===== src/rtl/apd_pkg.sv =====
package apd_pkg;
  localparam int REG0_POL_BIT   = 1;
  localparam int REG0_EN_BIT    = 2;
  localparam int REG0_SLEEP_BIT = 3;
  localparam int REG1_CSEL_BIT  = 0;

  typedef struct packed {
    logic idle_pol;
    logic apd_en;
    logic sleep_en;
    logic main_tick;
  } apd_cfg_t;
endpackage


===== src/rtl/apd_sync.sv =====
module apd_sync #(
  parameter int WIDTH  = 1,
  parameter int STAGES = 2
) (
  input  logic             clk,
  input  logic             rst_n,
  input  logic [WIDTH-1:0] d_in,
  output logic [WIDTH-1:0] d_out
);
  logic [WIDTH-1:0] stage_q [STAGES];

  genvar g;
  generate
    for (g = 0; g < STAGES; g++) begin : g_stage
      always_ff @(posedge clk or negedge rst_n) begin
        if (!rst_n) stage_q[g] <= '0;
        else if (g == 0) stage_q[g] <= d_in;
        else stage_q[g] <= stage_q[(g > 0) ? g - 1 : 0];
      end
    end
  endgenerate

  assign d_out = stage_q[STAGES-1];
endmodule


===== src/rtl/apd_regs.sv =====
module apd_regs
  import apd_pkg::*;
#(
  parameter int DATA_W = 8
) (
  input  logic              clk,
  input  logic              rst_n,
  input  logic              wr_en,
  input  logic              wr_addr,
  input  logic [DATA_W-1:0] wr_data,
  output apd_cfg_t          cfg
);
  logic [DATA_W-1:0] mode0_q, mode0_d;
  logic [DATA_W-1:0] mode1_q, mode1_d;

  always_comb begin
    mode0_d = mode0_q;
    mode1_d = mode1_q;
    if (wr_en && !wr_addr) mode0_d = wr_data;
    if (wr_en && wr_addr)  mode1_d = wr_data;
  end

  always_ff @(posedge clk or negedge rst_n) begin
    if (!rst_n) begin
      mode0_q <= '0;
      mode1_q <= '0;
    end else begin
      mode0_q <= mode0_d;
      mode1_q <= mode1_d;
    end
  end

  assign cfg.idle_pol  = mode0_q[REG0_POL_BIT];
  assign cfg.apd_en    = mode0_q[REG0_EN_BIT];
  assign cfg.sleep_en  = mode0_q[REG0_SLEEP_BIT];
  assign cfg.main_tick = mode1_q[REG1_CSEL_BIT];
endmodule


===== src/rtl/apd_idle_cnt.sv =====
module apd_idle_cnt #(
  parameter int CNT_W = 4
) (
  input  logic             clk,
  input  logic             rst_n,
  input  logic             clr,
  input  logic             tick,
  output logic [CNT_W-1:0] cnt,
  output logic             full
);
  localparam logic [CNT_W-1:0] CNT_MAX = {CNT_W{1'b1}};

  logic [CNT_W-1:0] cnt_d;

  always_comb begin
    cnt_d = cnt;
    if (clr) cnt_d = '0;
    else if (tick && (cnt != CNT_MAX)) cnt_d = cnt + 1'b1;
  end

  always_ff @(posedge clk or negedge rst_n) begin
    if (!rst_n) cnt <= '0;
    else        cnt <= cnt_d;
  end

  assign full = (cnt == CNT_MAX);
endmodule


===== src/rtl/apd_ctrl.sv =====
module apd_ctrl
  import apd_pkg::*;
#(
  parameter int CNT_W       = 4,
  parameter int DATA_W      = 8,
  parameter int SYNC_STAGES = 2
) (
  input  logic              clk_main,
  input  logic              rst_n,
  input  logic              apd_clk_pin,
  input  logic              ale,
  input  logic              cs_n,
  input  logic              wr_en,
  input  logic              wr_addr,
  input  logic [DATA_W-1:0] wr_data,
  output logic              pd,
  output logic              sleep,
  output logic              bus_en
);
  logic [1:0]       rst_pipe;
  logic             rst_n_int;
  apd_cfg_t         cfg;
  logic [1:0]       raw_in, synced;
  logic             ale_s, ext_s;
  logic             ale_prev, ext_prev;
  logic             ale_edge, ext_rise;
  logic             idle_lvl, tick, cnt_clr;
  logic [CNT_W-1:0] cnt;
  logic             cnt_full, auto_pd;

  always_ff @(posedge clk_main or negedge rst_n) begin
    if (!rst_n) rst_pipe <= '0;
    else        rst_pipe <= {rst_pipe[0], 1'b1};
  end
  assign rst_n_int = rst_pipe[1];

  apd_regs #(.DATA_W(DATA_W)) u_regs (
    .clk(clk_main), .rst_n(rst_n_int), .wr_en(wr_en),
    .wr_addr(wr_addr), .wr_data(wr_data), .cfg(cfg)
  );

  assign raw_in = {apd_clk_pin, ale};
  apd_sync #(.WIDTH(2), .STAGES(SYNC_STAGES)) u_sync (
    .clk(clk_main), .rst_n(rst_n_int), .d_in(raw_in), .d_out(synced)
  );
  assign ale_s = synced[0];
  assign ext_s = synced[1];

  always_ff @(posedge clk_main or negedge rst_n_int) begin
    if (!rst_n_int) begin
      ale_prev <= 1'b0;
      ext_prev <= 1'b0;
    end else begin
      ale_prev <= ale_s;
      ext_prev <= ext_s;
    end
  end

  assign ale_edge = ale_s ^ ale_prev;
  assign ext_rise = ext_s & ~ext_prev;
  assign idle_lvl = (ale_s == cfg.idle_pol);
  assign tick     = cfg.main_tick | ext_rise;
  assign cnt_clr  = ~cfg.apd_en | ale_edge | ~idle_lvl;

  apd_idle_cnt #(.CNT_W(CNT_W)) u_cnt (
    .clk(clk_main), .rst_n(rst_n_int), .clr(cnt_clr),
    .tick(tick), .cnt(cnt), .full(cnt_full)
  );

  assign auto_pd = cnt_full & cfg.apd_en;
  assign pd      = cs_n | auto_pd;
  assign sleep   = auto_pd & cfg.sleep_en & cfg.idle_pol;
  assign bus_en  = ~cs_n;
endmodule


===== config.mk =====
export PLATFORM = sky130hd
export DESIGN_NAME = apd_ctrl
export DESIGN_NICKNAME = d
export VERILOG_FILES = /design/src/rtl/apd_pkg.sv /design/src/rtl/apd_sync.sv /design/src/rtl/apd_regs.sv /design/src/rtl/apd_idle_cnt.sv /design/src/rtl/apd_ctrl.sv
export SDC_FILE = /design/constraint.sdc
export NUM_CORES = 1
export LEC_CHECK = 0
export ABC_AREA = 0
export BUFFER_PORTS_ARGS = -buffer_cell sky130_fd_sc_hd__clkbuf_2
export CAP_MARGIN = 5
export CORE_ASPECT_RATIO = 1.25
export CORE_MARGIN = 3
export CORE_UTILIZATION = 40
export CTS_BUF_LIST = sky130_fd_sc_hd__clkbuf_4 sky130_fd_sc_hd__clkbuf_8
export CTS_CLUSTER_SIZE = 40
export DETAILED_ROUTE_END_ITERATION = 8
export PLACE_DENSITY = 0.66
export REMOVE_ABC_BUFFERS = 1
export SYNTH_ARGS = -nofsm -noshare
export SYNTH_HDL_FRONTEND = slang
export SYNTH_HIERARCHICAL = 1
export SYNTH_SLANG_ARGS = --single-unit

===== constraint.sdc =====
create_clock -name clk_main -period 0.9 [get_ports clk_main]
set_input_delay 0.045 -clock clk_main [delete_from_list [all_inputs] [get_ports clk_main]]
set_output_delay 0.045 -clock clk_main [all_outputs]
set_load 0.005 [all_outputs]

# ---- Yosys cells after proc, flatten, opt, wreduce, memory -nomap -nowiden
# Cells that the tools add are included.
dict set report word_totals {
  out_inout_bits 3
  wordCells 32
  reg_bits 17
  in_bits 15
}
dict set report op_classes {
  n_bitwise 13
  muxes 2
  reduce_logical 5
  eq_ne 3
  addsub 1
}
# op n
set ops {}
lappend ops {{4-bit two-way mux} 2}
lappend ops {{4-bit by 1-bit adder with 4-bit output, second input constant} 1}
lappend ops {{1-bit bitwise AND} 4}
lappend ops {{4-bit equality test, second input constant} 1}
lappend ops {{4-bit inequality test, second input constant} 1}
lappend ops {{1-bit NOT} 4}
lappend ops {{1-bit bitwise OR} 4}
lappend ops {{1-bit logical AND} 3}
lappend ops {{2-bit nonzero test} 1}
lappend ops {{1-bit equality test} 1}
lappend ops {{1-bit zero test} 1}
lappend ops {{1-bit XOR} 1}

# ---- Depth between registers and ports, before layout
dict set report depth {
  ltp_word 6
  mapped_depth 5
  depth_no_buf 5
}

# ---- Cells and area by module
# Netlist, hierarchy kept.
# mod seq_area_each_um2 cells_each n_inst area_each_um2
set modules_own_cells {}
lappend modules_own_cells {apd_idle_cnt 100.1 20 1 229.0}
lappend modules_own_cells {apd_regs 100.1 10 1 177.7}
lappend modules_own_cells {apd_ctrl 100.1 15 1 150.1}
lappend modules_own_cells {apd_sync 100.1 6 1 115.1}

# ---- Least setup slack after synthesis
# OpenSTA, ideal clock, no wires.
dict set report synth_timing {
  path_kind {register to register}
  startpoint {register u_sync.stage_q, in the netlist u_sync/d_out[0]}
  endpoint {register u_cnt.cnt[0]}
  path_stages_with_launch 6
  setup_ns 0.125
  required_time_ns 0.775
  n_path_buf 1
  arrival_ns 1.196
  period_less_slack_ns 1.321
  path_slack_ns -0.421
  path_cell_list {dfrtp_1 > buf_4 > and3_1 > o21ai_1 > nor2b_1 > mux2_4}
}
dict set report synth_via {
  elab_chain_len 4
  word_cells_on_any_way 7
  classes_between {eq/ne: 1; mux: 1; bitwise: 4; reduce/logical: 1}
}
# element line
set synth_rtl {}
lappend synth_rtl {{from (decl)} apd_sync.sv:10} ;# logic [WIDTH-1:0] stage_q [STAGES];
lappend synth_rtl {{from (signal, indexed assignment)} apd_sync.sv:17} ;# else if (g == 0) stage_q[g] <= d_in;
lappend synth_rtl {{from (signal, indexed assignment)} apd_sync.sv:18} ;# else stage_q[g] <= stage_q[(g > 0) ? g - 1 : 0];
lappend synth_rtl {{1-bit XOR / 1-bit equality test (equally long branches)} {apd_ctrl.sv:59, apd_ctrl.sv:61}}
lappend synth_rtl {{1-bit bitwise OR / 1-bit NOT (equally long branches)} apd_ctrl.sv:63} ;# assign cnt_clr = ~cfg.apd_en | ale_edge | ~idle_lvl;
lappend synth_rtl {{1-bit bitwise OR *} apd_ctrl.sv:63}
lappend synth_rtl {{named net cnt_clr} apd_ctrl.sv:27} ;# logic idle_lvl, tick, cnt_clr;
lappend synth_rtl {{4-bit two-way mux / 2-bit nonzero test (equally long branches)} n/a}
lappend synth_rtl {{to (signal assigned)} apd_idle_cnt.sv:23} ;# else cnt <= cnt_d;
lappend synth_rtl {{to (decl)} apd_idle_cnt.sv:8} ;# output logic [CNT_W-1:0] cnt,
# The timed path passes the listed nets; every way through them passes the cells marked *.
# A chain may end at the register's enable or synchronous reset.

# ---- Worst setup path after layout
dict set report layout_timing {
  startpoint {register u_cnt.cnt[0]}
  endpoint {register u_cnt.cnt[0]}
}
dict set report layout_via {
  elab_chain_len 3
  word_cells_on_any_way 6
  classes_between {add/sub: 1; eq/ne: 1; mux: 2; reduce/logical: 2}
}
# element line
set layout_rtl {}
lappend layout_rtl {{4-bit by 1-bit adder with 4-bit output / 4-bit inequality test (equally long branches)} apd_idle_cnt.sv:18} ;# else if (tick && (cnt != CNT_MAX)) cnt_d = cnt + 1'b1;
lappend layout_rtl {{4-bit two-way mux / 1-bit logical AND (equally long branches)} apd_idle_cnt.sv:18}
lappend layout_rtl {{4-bit two-way mux / 2-bit nonzero test (equally long branches)} n/a}
# Parallel ways exist; a longest one is shown, timed or not. The select of a mux whose other input is x is not followed.

==> run_results.csv <==
group,metric,value,unit
synth,synth_seq_cells,16,
critical_path,path_class,"reg -> reg",
sta,max_freq,716,MHz
flow_run,drv_cap,0,
outcome,violations,"negative setup slack",
sta,period_minus_slack,1400,ps
sta,fin_crit_sh,1.55,
critical_path,worstPathRequired,1070,ps
critical_path,r2r_end,"u_cnt/cnt[0]",
synth,seq_area_frac_synth,0.596,
drt,routed_wl,1.21,mm
global_route,antenna_found_initial,0,
clocking,numCtsBuffers,3,
place,dp_hpwl,877,um
sta,skew,0.796,ps
global_route,grt_pass1_wl,2.04,mm
clocking,clk_pin_slew,90,ps
layout,drive_gt1_frac,0.523,
layout,num_antenna_cells,0,
clocking,clock-sinks,16,
die,initial_core_util,0.453,
power,cellLeakagePower,0.518,nW
sta,fin_hold_ws,12.0,ps
critical_path,cp_max_fo,2,
drt,drt_pass1_iterations,2,
synth,async_reset_ff_frac,1.00,
critical_path,rrSetupSlack,-500,ps
min_path,holdPathStages,2,
sta,fin_ws,-496,ps
global_route,grt_usage,0.127,
drt,drc_errors,0,
layout,nets,105,
sta,final_max_slew_viol_count,0,
synth,synthDistinctLibCells,22,
drt,viasPerCell,4.63,
clocking,root_buffer,"clkbuf_4",
drt,drtIter0Drc,2,
layout,areaGrowthSynthToFinish,47.9,%
power,power_density,1520,nW/um2
synth,synth_cells,51,
min_path,hold_end,"u_regs/mode0_q[2]",
clocking,clockBufferDepth,2,
layout,most-common-layout-cells,"dfrtp_1, buf_4, clkbuf_2",
global_route,grt_max_degree,10,
critical_path,critPathLaunchType,"flip-flop",
clocking,cts_tree,"yes",
power,power,1.51,mW
sta,setup_viol,7,
synth,ys.flop_type,"dfrtp_1",
synth,syn_area,672,um2
die,ioPinCount,18,
critical_path,reg2reg_depth,5,
sta,hold_viol,0,
outcome,outcome,"finished, violations left",
critical_path,reg2reg_from,"u_cnt/cnt[0]",
place,portBuffers,13,
critical_path,end_kind,"flip-flop",
die,rows,15,
die,die_area,2210,um2
die,die_h,51.8,um
sta,grt_setup_unrepaired,"yes",
min_path,worstHoldPathType,"in -> reg",
synth,synth_edf_count,0,
drt,vias,486,
die,core,1480,um2
power,peakVddDrop,0.987,mV
global_route,grt_pass1_vias,501,
synth,avgSynthCellArea,13.2,um2
place,gp_congestion,0.724,
clocking,cts_max_level,1,
critical_path,cp_data_arrival_time,1570,ps
layout,layout_commonest_cell,"dfrtp_1",
synth,ys_warn_count,6,
min_path,min-delay-start,"wr_data[2]",
clocking,clk-insertion-delay-late,270,ps
die,die_w,42.7,um
global_route,gr-total-overflow,0,
drt,ant_nets,0,
drt,post_drt_wl_per_cell,11.5,um
==> flip-flops by register name, summed over array words and instances (netlist names) <==
name	flops
u_regs/mode1_q	1
u_sync/d_out	2
u_sync/stage_q	2
ale_prev	1
u_regs/mode0_q	3
ext_prev	1
u_cnt/cnt	4
rst_pipe	2
==> cells by family after synthesis <==
logic type | synth area share
AO/OA/AOI/OAI | 0.0410
adder cells (fa/ha/maj) | 0.0186
buffers and inverters | 0.0335
flip-flops | 0.596
multiplexers | 0.127
other | 0.00558
AND/OR/NAND/NOR | 0.179
==> area by class of cell <==
cell class / instances / area [um2]
tap: 17 / 21.3
clock buffer: 4 / 36.3
fill: 119 / 489
inverter: 2 / 7.51
multi-input combinational: 31 / 272
timing repair buffer: 35 / 256
sequential: 16 / 400
==> power breakdown <==
part / internal, mW / total (mW) / switching (mW)
Clock: 0.246 / 0.457 / 0.211
Combinational: 0.171 / 0.263 / 0.0923
Sequential: 0.767 / 0.793 / 0.0259
==> worst max-delay path by stage <==
stage / slack (ps) / to / cells after the start / from
after global placement: -370 / u_cnt/cnt[0] / 4 / u_cnt/cnt[0]
after CTS: -490 / sleep / 6 / u_cnt/cnt[1]
final: -500 / u_cnt/cnt[0] / 5 / u_cnt/cnt[0]
after global routing: -540 / u_cnt/cnt[0] / 5 / u_cnt/cnt[0]
after floorplan: -400 / u_cnt/cnt[0] / 4 / u_cnt/cnt[0]
after detailed placement: -400 / u_cnt/cnt[0] / 4 / u_cnt/cnt[0]
==> cell usage after synthesis (2+ instances only) <==
cell type   n  share of area
nand2b_1    2          0.019
dfrtp_1    16           0.60
buf_4       2          0.022
nor2_1      2          0.011
nor3_1      2          0.015
nor2b_4     2          0.041
inv_1       2          0.011
nand2_1     4          0.022
mux2_4      5           0.11
a21oi_1     2          0.015
==> per-layer routing <==
metal / vias up / share of wire / GRT usage
li1: 247 / - / -
met1: 228 / 0.41 / 0.122
met2: 11 / 0.56 / 0.248
met3: 0 / 0.032 / 0.0311
met4: 0 / 0 / 0.0570
met5: - / 0 / 0
==> worst max-delay path, cell delays in order (launching register included) <==
cell     delay [ps]
dfrtp_1         390
ha_2            190
and3_4          150
buf_4           130
nor2b_4         120
mux2_4          300
==> repair_timing <==
item / CTS / global route
endpoints found under the hold margin: 7 / 0
hold buffers: 6 / 0
gates cloned: 0 / 0
pin swaps: 4 / 2
gates resized for setup: 6 / 4
setup endpoints to repair: 7 / 8
setup buffers: 4 / 3
==> per-stage QoR <==
stage | utilization | area (um2) | setup WS (ps) | TNS [ps] | std cells
floorplan | - | 657 | -396 | -1050 | 49
global placement | 0.562 | 833 | -372 | -1720 | 91
detailed placement | 0.562 | 833 | -399 | -1860 | 91
CTS | 0.657 | 975 | -491 | -2450 | 104
global route | 0.670 | 993 | -543 | -2940 | 105
finish | 0.670 | 993 | -496 | -2470 | 105
Note: power is estimated with default switching activity, not from simulation.
